### src/rtl/cs_gen_pkg.sv
package cs_gen_pkg;

    typedef enum logic [1:0] {
        ACC_INT  = 2'b00,
        ACC_EXT  = 2'b01,
        ACC_PERI = 2'b10,
        ACC_RSV  = 2'b11
    } acc_kind_e;

    typedef enum logic {
        ST_IDLE = 1'b0,
        ST_SEL  = 1'b1
    } cs_state_e;

    localparam logic [1:0] STRAP_LINES_ON = 2'b01;

endpackage

### src/rtl/cs_strap_latch.sv
module cs_strap_latch
    import cs_gen_pkg::*;
(
    input  logic       clk,
    input  logic       rst_n,
    input  logic [1:0] strap_code,
    output logic       lines_on
);

    // Captured on edges while reset is held; the flop keeps its value afterwards.
    always_ff @(posedge clk) begin
        if (!rst_n) begin
            lines_on <= (strap_code == STRAP_LINES_ON);
        end
    end

endmodule

### src/rtl/cs_win_match.sv
module cs_win_match #(
    parameter int ADDR_W = 24,
    parameter int SZ_W   = 5
) (
    input  logic [ADDR_W-1:0] base,
    input  logic [SZ_W-1:0]   size_log2,
    input  logic [ADDR_W-1:0] addr,
    output logic              hit
);

    logic [ADDR_W-1:0] keep_mask;

    always_comb begin
        for (int b = 0; b < ADDR_W; b++) begin
            keep_mask[b] = (b >= int'(size_log2));
        end
        hit = ((addr & keep_mask) == (base & keep_mask));
    end

endmodule

### src/rtl/cs_prio_pick.sv
module cs_prio_pick #(
    parameter int N     = 2,
    parameter int IDX_W = 1
) (
    input  logic [N-1:0]     hits,
    output logic             any_hit,
    output logic [IDX_W-1:0] idx
);

    always_comb begin
        any_hit = |hits;
        idx     = '0;
        for (int k = N - 1; k >= 0; k--) begin
            if (hits[k]) begin
                idx = IDX_W'(k);
            end
        end
    end

endmodule

### src/rtl/cs_select_gen.sv
module cs_select_gen
    import cs_gen_pkg::*;
#(
    parameter int ADDR_W  = 24,
    parameter int NUM_WIN = 2,
    parameter int SZ_W    = $clog2(ADDR_W + 1)
) (
    input  logic                      clk,
    input  logic                      rst_n,
    input  logic [1:0]                strap_code,
    input  logic [NUM_WIN*ADDR_W-1:0] win_base,
    input  logic [NUM_WIN*SZ_W-1:0]   win_size,
    input  logic                      cyc_start,
    input  logic [1:0]                cyc_kind,
    input  logic [ADDR_W-1:0]         cyc_addr,
    input  logic [NUM_WIN-2:0]        alt_en,
    output logic [NUM_WIN-1:0]        cs_n,
    output logic [NUM_WIN-1:0]        pin_mode
);

    localparam int IDX_W = (NUM_WIN > 1) ? $clog2(NUM_WIN) : 1;

    logic              lines_on;
    logic [NUM_WIN-1:0] win_hit;
    logic              any_hit;
    logic [IDX_W-1:0]  hit_idx;
    logic [NUM_WIN-1:0] line_en;

    cs_state_e         state_q, state_nxt;
    logic [IDX_W-1:0]  sel_q, sel_nxt;
    logic [NUM_WIN-1:0] cs_n_q;

    cs_strap_latch u_strap (
        .clk        (clk),
        .rst_n      (rst_n),
        .strap_code (strap_code),
        .lines_on   (lines_on)
    );

    generate
        for (genvar w = 0; w < NUM_WIN; w++) begin : g_win
            cs_win_match #(
                .ADDR_W (ADDR_W),
                .SZ_W   (SZ_W)
            ) u_match (
                .base      (win_base[w*ADDR_W +: ADDR_W]),
                .size_log2 (win_size[w*SZ_W +: SZ_W]),
                .addr      (cyc_addr),
                .hit       (win_hit[w])
            );
        end
    endgenerate

    cs_prio_pick #(
        .N     (NUM_WIN),
        .IDX_W (IDX_W)
    ) u_pick (
        .hits    (win_hit),
        .any_hit (any_hit),
        .idx     (hit_idx)
    );

    // Line 0 is driven automatically; higher lines need their pin function enabled.
    assign line_en[0] = lines_on;
    generate
        for (genvar l = 1; l < NUM_WIN; l++) begin : g_gate
            assign line_en[l] = lines_on & alt_en[l-1];
        end
    endgenerate

    // Transition selection: SELECT, MISS, PERIPH, OFF, HOLD.
    always_comb begin
        state_nxt = state_q;
        sel_nxt   = sel_q;
        if (!lines_on) begin
            state_nxt = ST_IDLE;                       // OFF
        end else if (cyc_start) begin
            unique case (acc_kind_e'(cyc_kind))
                ACC_EXT: begin
                    if (any_hit) begin
                        state_nxt = ST_SEL;            // SELECT
                        sel_nxt   = hit_idx;
                    end else begin
                        state_nxt = ST_IDLE;           // MISS
                    end
                end
                ACC_PERI: state_nxt = ST_IDLE;         // PERIPH
                ACC_INT,
                ACC_RSV:  state_nxt = state_q;         // HOLD
            endcase
        end
    end

    // State register.
    always_ff @(posedge clk or negedge rst_n) begin
        if (!rst_n) begin
            state_q <= ST_IDLE;
            sel_q   <= '0;
        end else begin
            state_q <= state_nxt;
            sel_q   <= sel_nxt;
        end
    end

    // Output register.
    always_ff @(posedge clk or negedge rst_n) begin
        if (!rst_n) begin
            cs_n_q <= '1;
        end else begin
            for (int l = 0; l < NUM_WIN; l++) begin
                cs_n_q[l] <= !((state_nxt == ST_SEL) && (sel_nxt == IDX_W'(l)) && line_en[l]);
            end
        end
    end

    assign cs_n     = cs_n_q;
    assign pin_mode = line_en;

endmodule

### config.mk
export PLATFORM = sky130hd
export DESIGN_NAME = cs_select_gen
export DESIGN_NICKNAME = d
export VERILOG_FILES = /design/src/rtl/cs_gen_pkg.sv /design/src/rtl/cs_strap_latch.sv /design/src/rtl/cs_win_match.sv /design/src/rtl/cs_prio_pick.sv /design/src/rtl/cs_select_gen.sv
export SDC_FILE = /design/constraint.sdc
export NUM_CORES = 1
export LEC_CHECK = 0
export ABC_AREA = 1
export BUFFER_PORTS_ARGS = -buffer_cell sky130_fd_sc_hd__buf_4
export CORE_ASPECT_RATIO = 1.25
export CORE_MARGIN = 2
export CORE_UTILIZATION = 42
export CTS_BUF_LIST = sky130_fd_sc_hd__clkbuf_2
export CTS_CLUSTER_DIAMETER = 50
export CTS_CLUSTER_SIZE = 28
export DETAILED_ROUTE_END_ITERATION = 16
export GPL_TIMING_DRIVEN = 0
export PLACE_DENSITY_LB_ADDON = 0.08
export SETUP_SLACK_MARGIN = 0.5
export SYNTH_ARGS = -nofsm -noshare
export SYNTH_HDL_FRONTEND = slang
export SYNTH_HIERARCHICAL = 1
export SYNTH_SLANG_ARGS = --single-unit
### constraint.sdc
create_clock -name clk -period 0.85 [get_ports clk]
set_input_delay 0.0425 -clock clk [delete_from_list [all_inputs] [get_ports clk]]
set_output_delay 0.0425 -clock clk [all_outputs]
set_load 0.01 [all_outputs]
# Yosys cells after proc, flatten, opt, wreduce, memory -nomap -nowiden

Cells that the tools add are included.

Flip-flop bits (word level): 5
Logic and storage cells: 83
Bits of input ports: 90
Output and inout bits: 4

Reduce and logical (&&, ||, !) cells: 9
Order comparisons: 48
Muxes and demuxes: 10
Equal/unequal tests: 6
Bitwise logic cells: 6

Operators with widths:

| operator                                                              | count |
|---|---|
| 24-bit AND                                                            | 4 |
| 4-bit by 5-bit >= comparator with 1-bit output, first input constant  | 16 |
| 5-bit >= comparator, first input constant                             | 16 |
| 24-bit equality test                                                  | 2 |
| 3-bit by 5-bit >= comparator with 1-bit output, first input constant  | 8 |
| 1-bit by 5-bit >= comparator with 1-bit output, first input constant  | 4 |
| 2-bit by 5-bit >= comparator with 1-bit output, first input constant  | 4 |
| 1-bit two-way mux                                                     | 9 |
| 2-bit by 1-bit equality test with 1-bit output, second input constant | 2 |
| 2-bit equality test, second input constant                            | 2 |
| 1-bit logical AND                                                     | 4 |
| 2-bit OR reduction                                                    | 2 |
| 1-bit one-hot mux with 3 select lines                                 | 1 |
| 1-bit logical NOT                                                     | 2 |
| 2-bit logical NOT                                                     | 1 |
| 1-bit AND                                                             | 1 |
| 1-bit inverter                                                        | 1 |

# Logic depth before layout (Yosys ltp)

Gate-level depths: netlist of the first run.

Depth after elaboration: 13
Depth in mapped cells: 18
Depth with buffers taken out: 17

# Hierarchy

The synthesis of the first run kept the hierarchy.

By module, submodules not included:

| module         | cells each | area an instance (um^2) | sequential area each (um^2) | times used |
|---|---|---|---|---|
| cs_win_match   | 149        | 695.7                   | 0.0                         | 2 |
| cs_select_gen  | 27         | 244.0                   | 102.6                       | 1 |
| cs_strap_latch | 4          | 43.8                    | 30.0                        | 1 |
| cs_prio_pick   | 4          | 15.0                    | 0.0                         | 1 |

# Least setup slack after synthesis of the first run

Ideal clock, no wire load.

Kind: input-to-reg
From: in win_size[1]
To: reg cs_n_q[1], in the netlist cs_n[1]
Cell stages on the path: 18
Slack: -0.515 ns
Arrival time: 1.283 ns
Setup time: 0.082 ns
Buffers on the path: 1
Required time: 0.768 ns
Path through: clkbuf_2 inv_1 nand2_1 nand2_1 nand2_1 nand2_1 inv_1 nand2_1 nor2_1 nand2_1 nor2_2 inv_1 nand2_1 nand2_2 nor2_4 nor2_2 nor2_2 nand3_2

Cells in the longest elaborated chain, start to end: 11
Elaborated cells on any way between the ends: 40
Classes of those cells: order compare: 24; eq/ne: 1; mux: 9; bitwise: 2; reduce/logical: 4

RTL lines:

| what                                                                         | RTL line             | RTL |
|---|---|---|
| from (decl)                                                                  | cs_select_gen.sv:12  | `input logic [NUM_WIN*SZ_W-1:0] win_size,` |
| 1-bit by 5-bit >= comparator with 1-bit output, or another cell as far along | cs_win_match.sv:15   | `keep_mask[b] = (b >= int'(size_log2));` |
| 24-bit AND                                                                   | cs_win_match.sv:17   | `hit = ((addr & keep_mask) == (base & keep_mask));` |
| 24-bit equality test (*)                                                     | cs_win_match.sv:17   |  |
| named net win_hit[0]                                                         | cs_select_gen.sv:24  | `logic [NUM_WIN-1:0] win_hit;` |
| 2-bit OR reduction (*)                                                       | cs_prio_pick.sv:11   | `any_hit = \|hits;` |
| named net any_hit                                                            | cs_select_gen.sv:25  | `logic any_hit;` |
| 1-bit two-way mux (*)                                                        | cs_select_gen.sv:80  | `if (any_hit) begin` |
| 1-bit two-way mux (*)                                                        | cs_select_gen.sv:78  | `unique case (acc_kind_e'(cyc_kind))` |
| 1-bit two-way mux (*)                                                        | cs_select_gen.sv:77  | `end else if (cyc_start) begin` |
| 1-bit two-way mux (*)                                                        | cs_select_gen.sv:75  | `if (!lines_on) begin` |
| named net sel_nxt                                                            | cs_select_gen.sv:30  | `logic [IDX_W-1:0] sel_q, sel_nxt;` |
| 1-bit logical AND (*) (2 in series)                                          | cs_select_gen.sv:111 | `cs_n_q[l] <= !((state_nxt == ST_SEL) && (sel_nxt == IDX_W'(l)) && line_en[l]);` |
| 1-bit logical NOT (*)                                                        | cs_select_gen.sv:111 |  |
| to (signal, indexed assignment)                                              | cs_select_gen.sv:111 |  |
| to (decl)                                                                    | cs_select_gen.sv:31  | `logic [NUM_WIN-1:0] cs_n_q;` |

The timed path passes the listed nets; every way through them passes the cells marked *.
A chain may end at the register's enable or synchronous reset.

# Final worst setup path of the first run

From: in win_size[2]
To: reg cs_n_q[1], in the netlist cs_n[1]

The elaborated chain is that of the path after synthesis.

==> results_dict.tcl, run 1 <==
set metrics [dict create \
    outcome "complete, but fails checks" \
    violations "negative setup slack" \
    routabilityCongestion 0.887 \
    postSynth.asyncResetShare 0.800 \
    post_synth_inst_count 333 \
    cp-startpoint "win_size[2]" \
    coreArea_mm2 0.00382 \
    io_pins 94 \
    ys_seq_area_frac 0.0783 \
    final-hold-violation-count 0 \
    peakVddDrop_uv 309 \
    die_h_um 75.0 \
    worst_r2r_startpoint "u_strap/lines_on$_DFFE_PN_" \
    critical_path_buf_inv_count 4 \
    endpoint_kind "flop" \
    multi_input_comb_area_mm2 0.00142 \
    nets 532 \
    cts_made_buffers 3 \
    grt_start_max_net_pins 9 \
    power_density_mw_per_mm2 623 \
    die_width_um 60.8 \
    h-tree-depth 1 \
    final.hold.worst_slack_ns 0.0880 \
    seqCellArea_um2 133 \
    post_drt_wl_per_cell_um 10.2 \
    areaGrowthSynthToFinish_pct 65.1 \
    floorplan.die_area_mm2 0.00456 \
    maxSlewHeadroom 0.857 \
    drc 0 \
    cp_dominant_cell_by_count "sky130_fd_sc_hd__nor2_2" \
    vias 2215 \
    tritoncts "done" \
    cts.path.max_buffers 2 \
    root_buffer "sky130_fd_sc_hd__clkbuf_2" \
    cp_data_required_time_ns 0.99 \
    syn_nets 425 \
    rows 25 \
    yosysWarningCount 6 \
    critical_path_arrival_ns 1.42 \
    cts.clk_slew.worst_paths_ns 0.06 \
    postLayoutSetupSlackWorst_ns -0.425 \
    maxSlewViolCount 0 \
    cpLargestDelayFamily "simple AND/OR/NAND/NOR gates" \
    route.final.wire_length_um 5050 \
    final-setup-viol-count 8 \
    final_period_minus_worst_setup_slack_ns 1.27 \
    routed_via_density 4.49 \
    initial_core_util 0.444 \
    fin_util 0.733 \
    synth_top_cell_area_share 0.295 \
    finalPower_mw 1.74 \
    timing.reg2reg.setup_slack_ns -0.12 \
    top_flip_flop_cell_by_instance_count_after_synthesis "sky130_fd_sc_hd__dfstp_2" \
    critPathCapture "cs_n[1]$_DFF_PN1_" \
    globalRoute.totalOverflow 0 \
    post_synth.cell_area_avg_um2 5.09 \
    critical_path.max_stage_delay_ns 0.13 \
    clock_insertion_delay_worst_skew_ns 0.22 \
    synth_area_leaders "sky130_fd_sc_hd__nand2_1, sky130_fd_sc_hd__inv_1, sky130_fd_sc_hd__nor2_1" \
    p_leak_nw 1.63 \
    num_clock_sinks 5 \
    first_iter_violations 57 \
    port_buffers 91 \
    count_of_antenna_diodes_in_the_layout 0 \
    cp_max_fo 5 \
    rsz0062_at_grt "true" \
    timing.max_cap.violations 0 \
    tightestPinTransition_ns 0.214 \
    post_route_cells_drive_above_1_share 0.401 \
    critical_path.startpoint_type "input pin" \
    detailedRoute.firstPassIterationCount 4 \
    synth-edff-count 1 \
    wire_length_of_the_first_global_routing_pass_um 8200 \
    netlist-cell-type-count 29 \
    dp.final_hpwl_um 4160 \
    postSynthRegisterBits 5 \
    worstSetupPathType "input pin to flop" \
    yosys.area.top_type "sky130_fd_sc_hd__nand2_1" \
    number_of_cells_traversed_by_the_worst_register_to_register_path 5 \
    grt_antenna_before_repair 0 \
    crit_cells 16 \
    worstHoldPathType "input pin to flop" \
    reg2reg_to "cs_n[1]$_DFF_PN1_" \
    grt_util_all_layers 0.229 \
    preCtsSetupSlack_ns -0.768 \
    synth_area_mm2 0.00169 \
    period_share 1.50 \
    fillCellCount 355 \
    clock.fmax_ghz 0.785 \
    timing.critical_path.cells "buf_8 > buf_8 > buf_6 > nand4_1 > nand3_1 > nand2_1 > nor2_2 > nand3_2 > nor2_4 > inv_2 > nand2_4 > nand2_4 > nor2_4 > nor2_2 > nor2_2 > nand3_2" \
    min_delay_path_depth 2 \
    postRouteAntennaNets 0 \
    slowest_stage "sky130_fd_sc_hd__nor2_4" \
    skew_ns 0.000761 \
    grt_pass1_vias 2056 \
]
state kept, by name, summed over array words and instances, names as in the netlist:
name	count
state_q	1
cs_n	2
u_strap/lines_on	1
sel_q	1
cells in the mapped netlist, types with 2 or more instances:
cell                       instances
sky130_fd_sc_hd__nand2_1         133
sky130_fd_sc_hd__dfrtp_1           2
sky130_fd_sc_hd__xor2_1           14
sky130_fd_sc_hd__a211oi_1          2
sky130_fd_sc_hd__nor2_1           37
sky130_fd_sc_hd__inv_4             2
sky130_fd_sc_hd__nand2_2           8
sky130_fd_sc_hd__ha_1              2
sky130_fd_sc_hd__inv_2             2
sky130_fd_sc_hd__o21ai_1           4
sky130_fd_sc_hd__inv_1            56
sky130_fd_sc_hd__clkbuf_2          2
sky130_fd_sc_hd__nor2_2           11
sky130_fd_sc_hd__nand2_4           4
sky130_fd_sc_hd__nand4_1           6
sky130_fd_sc_hd__buf_6             2
sky130_fd_sc_hd__o211ai_1          2
sky130_fd_sc_hd__or2_2             2
sky130_fd_sc_hd__xnor2_1          10
sky130_fd_sc_hd__o21ai_0           4
sky130_fd_sc_hd__nand3_1          16
sky130_fd_sc_hd__dfstp_2           2
sky130_fd_sc_hd__a21oi_1           4
metrics by stage:
stage               std cells  area, um2  setup TNS [ns]
detailed placement        478       2510           -2.83
CTS                       489       2720           -1.62
global route              493       2800           -2.35
global placement          478       2510           -2.69
finish                    493       2800           -1.76
floorplan                 333       1760           -1.38
kinds of logic after synthesis:
group           count (synthesis)  synth area share
flops                           5            0.0783
fa+ha+maj                       2            0.0148
xor+xnor                       24             0.124
compound gates                 17            0.0576
buf+inv                        65             0.160
simple gates                  220             0.566
routing by layer:
layer	global-route usage	vias up	wire, um
li1	-	1210	-
met1	0.264	911	2040
met2	0.441	90	2620
met3	0.0447	4	359
met4	0.0266	0	41
met5	0	-	0
cell usage in the layout (no fill, tap or decap), drive strengths merged:
master / count
a21boi: 1
nor3: 1
inv: 60
a211oi: 2
xnor2: 10
o21ai: 8
nand4: 6
a21oi: 4
dfrtp: 2
edfxtp: 1
dfstp: 2
nand3: 17
dlygate4sd3: 1
nand2: 145
nor2: 49
or2: 2
ha: 2
buf: 104
xor2: 14
clkbuf: 6
o211ai: 2
layout make-up:
class / count / share of cell area
Buffer: 5 / 0.0300
Tap cell: 54 / 0.0242
Multi-Input combinational cell: 263 / 0.506
Clock buffer: 4 / 0.00716
Timing Repair Buffer: 102 / 0.300
Sequential cell: 5 / 0.0474
Inverter: 60 / 0.0859
report_power, final:
part | switching (mW) | total, mW | internal (mW)
clock | 0.103 | 0.227 | 0.125
sequential | 0.00700 | 0.261 | 0.254
combinational | 0.598 | 1.25 | 0.656
total | 0.708 | 1.74 | 1.03
how the worst min path moves through the flow:
stage                              from                    endpoint
after floorplan                   rst_n             sel_q$_DFF_PN0_
after global placement            rst_n           state_q$_DFF_PN0_
after detailed placement          rst_n           state_q$_DFF_PN0_
after CTS                         rst_n             sel_q$_DFF_PN0_
after global routing      strap_code[1]  u_strap/lines_on$_DFFE_PN_
final                     strap_code[1]  u_strap/lines_on$_DFFE_PN_
repair_timing:
action,4_1_cts,5_1_grt
gates resized for setup,44,10
gates cloned,2,0
endpoints found under the hold margin,4,4
endpoints found under the setup margin,8,8
pin swaps,22,9
buffers inserted,5,3
Power figures use the tool's default switching activity.
==> inputs of run 2 (changes only) <==
--- a/config.mk
+++ b/config.mk
@@ -8,7 +8,7 @@
 export ABC_AREA = 1
 export BUFFER_PORTS_ARGS = -buffer_cell sky130_fd_sc_hd__buf_4
 export CORE_ASPECT_RATIO = 1.25
-export CORE_MARGIN = 2
+export CORE_MARGIN = 1
 export CORE_UTILIZATION = 42
 export CTS_BUF_LIST = sky130_fd_sc_hd__clkbuf_2
 export CTS_CLUSTER_DIAMETER = 50
@@ -21,3 +21,4 @@
 export SYNTH_HDL_FRONTEND = slang
 export SYNTH_HIERARCHICAL = 1
 export SYNTH_SLANG_ARGS = --single-unit
+export TNS_END_PERCENT = 5
==> run 2 against run 1 <==
The run ends with negative hold slack, negative setup slack left. Worst setup slack worse by 0.077 ns. Die area fell by 5.9%. Clock-buffer cell count is the same. Clock skew grew 0.0047 ns. Fmax shrank 5.7%. Final area fell by 5.5%. Non-clock buffer count is 6 lower. Critical endpoint unchanged. Largest cell class unchanged. Total power down 5.2%. Via count is 1.5% lower. Sequential power is essentially flat.
==> results_dict.tcl, run 2 (synthesis gave the netlist of run 1 again) <==
set metrics [dict create \
    outcome "complete, but fails checks" \
    violations "negative hold slack, negative setup slack" \
    drc 0 \
    globalRoute.totalOverflow 0 \
    h-tree-depth 1 \
    grt_util_all_layers 0.230 \
    detailedRoute.firstPassIterationCount 4 \
    worstHoldPathType "input pin to asynchronous set/reset pin" \
    layout.cells.most_common "sky130_fd_sc_hd__nand2_1" \
    number_of_cells_traversed_by_the_worst_register_to_register_path 5 \
    areaGrowthSynthToFinish_pct 56.1 \
    dp.final_hpwl_um 4140 \
    nets 526 \
    rows 25 \
    critical_path.max_stage_delay_ns 0.20 \
    timing.critical_path.cells "buf_8 > buf_8 > buf_6 > nand3_2 > nand2_1 > nand2_1 > nand2_1 > nor2_1 > nand3_1 > nor2_2 > inv_2 > nor2_1 > nor3_2 > nor2_2 > nand3_2" \
    clock_insertion_delay_worst_skew_ns 0.22 \
    rsz0062_at_grt "true" \
    tightestPinTransition_ns 0.332 \
    critical_path.startpoint_type "input pin" \
    reg2reg_to "cs_n[1]$_DFF_PN1_" \
    power_density_mw_per_mm2 625 \
    critical_path_arrival_ns 1.50 \
    worstSetupPathType "input pin to flop" \
    grt_start_max_net_pins 11 \
    cp_dominant_cell_by_count "sky130_fd_sc_hd__nand2_1" \
    final_period_minus_worst_setup_slack_ns 1.35 \
    post_route_cells_drive_above_1_share 0.360 \
    setup-tns-final_ns -1.98 \
    finalPower_mw 1.65 \
    final-setup-viol-count 8 \
    port_buffers 91 \
    first_iter_violations 86 \
    timing.reg2reg.setup_slack_ns -0.10 \
    route.final.wire_length_um 4900 \
    grt_antenna_before_repair 0 \
    skew_ns 0.00546 \
    maxSlewHeadroom 0.777 \
    slowest_stage "sky130_fd_sc_hd__nor2_1" \
    timing.max_cap.violations 0 \
    endpoint_kind "flop" \
    cp_max_fo 6 \
    post_layout_nonfiller_instances 487 \
    cts.clk_slew.worst_paths_ns 0.06 \
    number_of_hold_repair_buffers_added_at_the_cts_stage 1 \
    wire_length_of_the_first_global_routing_pass_um 7870 \
    floorplan.die_area_mm2 0.00429 \
    place_inst 478 \
    coreArea_mm2 0.00382 \
    routabilityCongestion 0.910 \
    clock.fmax_ghz 0.740 \
    final.hold.worst_slack_ns -0.191 \
    cts.path.max_buffers 2 \
    postLayoutSetupSlackWorst_ns -0.502 \
    peakVddDrop_uv 299 \
    p_leak_nw 1.60 \
    vias 2182 \
    die_width_um 58.8 \
    final-hold-violation-count 2 \
    cts_made_buffers 3 \
    count_of_antenna_diodes_in_the_layout 0 \
    critPathCapture "cs_n[1]$_DFF_PN1_" \
    initial_core_util 0.444 \
    postRouteAntennaNets 0 \
    post_drt_wl_per_cell_um 10.1 \
    root_buffer "sky130_fd_sc_hd__clkbuf_2" \
    worst_r2r_startpoint "u_strap/lines_on$_DFFE_PN_" \
    maxSlewViolCount 0 \
    die_h_um 73.0 \
    max_ffs_per_register 2 \
    cp_data_required_time_ns 0.99 \
    grt_pass1_vias 1964 \
    mostFrequentLayoutCells "sky130_fd_sc_hd__nand2_1, sky130_fd_sc_hd__buf_4, sky130_fd_sc_hd__inv_1" \
    fin_util 0.693 \
    cp-startpoint "win_size[7]" \
    routed_via_density 4.48 \
    period_share 1.59 \
    num_clock_sinks 5 \
    io_pins 94 \
    tritoncts "done" \
]
[run 2: changes by cell type in the layout (fill, tap and decap cells not counted), sizes merged]
| cell | delta |
|---|---|
| dlygate4sd3 | -1 |
| dlymetal6s4s | +1 |
| buf | -6 |
[run 2: through the flow]
| step | instance area [um2] | worst slack [ns] |
|---|---|---|
| after floorplan | 1750 | -0.407 |
| after global placement | 2500 | -0.711 |
| after detailed placement | 2500 | -0.728 |
| after CTS | 2570 | -0.464 |
| after global routing | 2640 | -0.631 |
| final | 2640 | -0.502 |
[run 2: worst min path at each step]
stage | from | endpoint | slack (ns) | depth (start not counted)
after floorplan | rst_n | sel_q$_DFF_PN0_ | -0.25 | 0
after global placement | rst_n | state_q$_DFF_PN0_ | -0.16 | 1
after detailed placement | rst_n | state_q$_DFF_PN0_ | -0.15 | 1
after CTS | alt_en | cs_n[1]$_DFF_PN1_ | 0.08 | 4
after global routing | rst_n | sel_q$_DFF_PN0_ | -0.20 | 2
final | rst_n | sel_q$_DFF_PN0_ | -0.19 | 2
[run 2: power breakdown]
| part | internal (mW) | switching, mW | total, mW |
|---|---|---|---|
| Clock | 0.125 | 0.102 | 0.226 |
| Combinational | 0.603 | 0.561 | 1.16 |
| Sequential | 0.254 | 0.00726 | 0.261 |
| Total | 0.981 | 0.670 | 1.65 |
[run 2: layer usage]
layer / part of all wire / GRT usage / wire length (um) / vias up
li1: - / - / - / 1196
met1: 0.42 / 0.278 / 2030 / 896
met2: 0.51 / 0.438 / 2500 / 84
met3: 0.060 / 0.0337 / 294 / 6
met4: 0.014 / 0.0132 / 70 / 0
met5: 0 / 0 / 0 / -
[run 2: what timing repair did]
item | CTS | global route
pin swaps | 2 | 17
resized for setup | 9 | 18
setup buffers | 0 | 4
endpoints found under the setup margin | 8 | 12
hold endpoints to repair | 4 | 2
[run 2: layout make-up]
cell class                      instances  area (um2)
Multi-Input combinational cell        263        1350
Tap cell                               54        67.6
Fill cell                             380        1170
Buffer                                  5        87.6
Inverter                               60         230
Clock buffer                            4        20.0
Sequential cell                         5         133
Timing Repair Buffer                   96         756
[run 2: critical path, delay by kind of cell]
family | cells | cell delay, ns
buffers and inverters | 4 | 0.40
AND/OR/NAND/NOR | 11 | 1.04
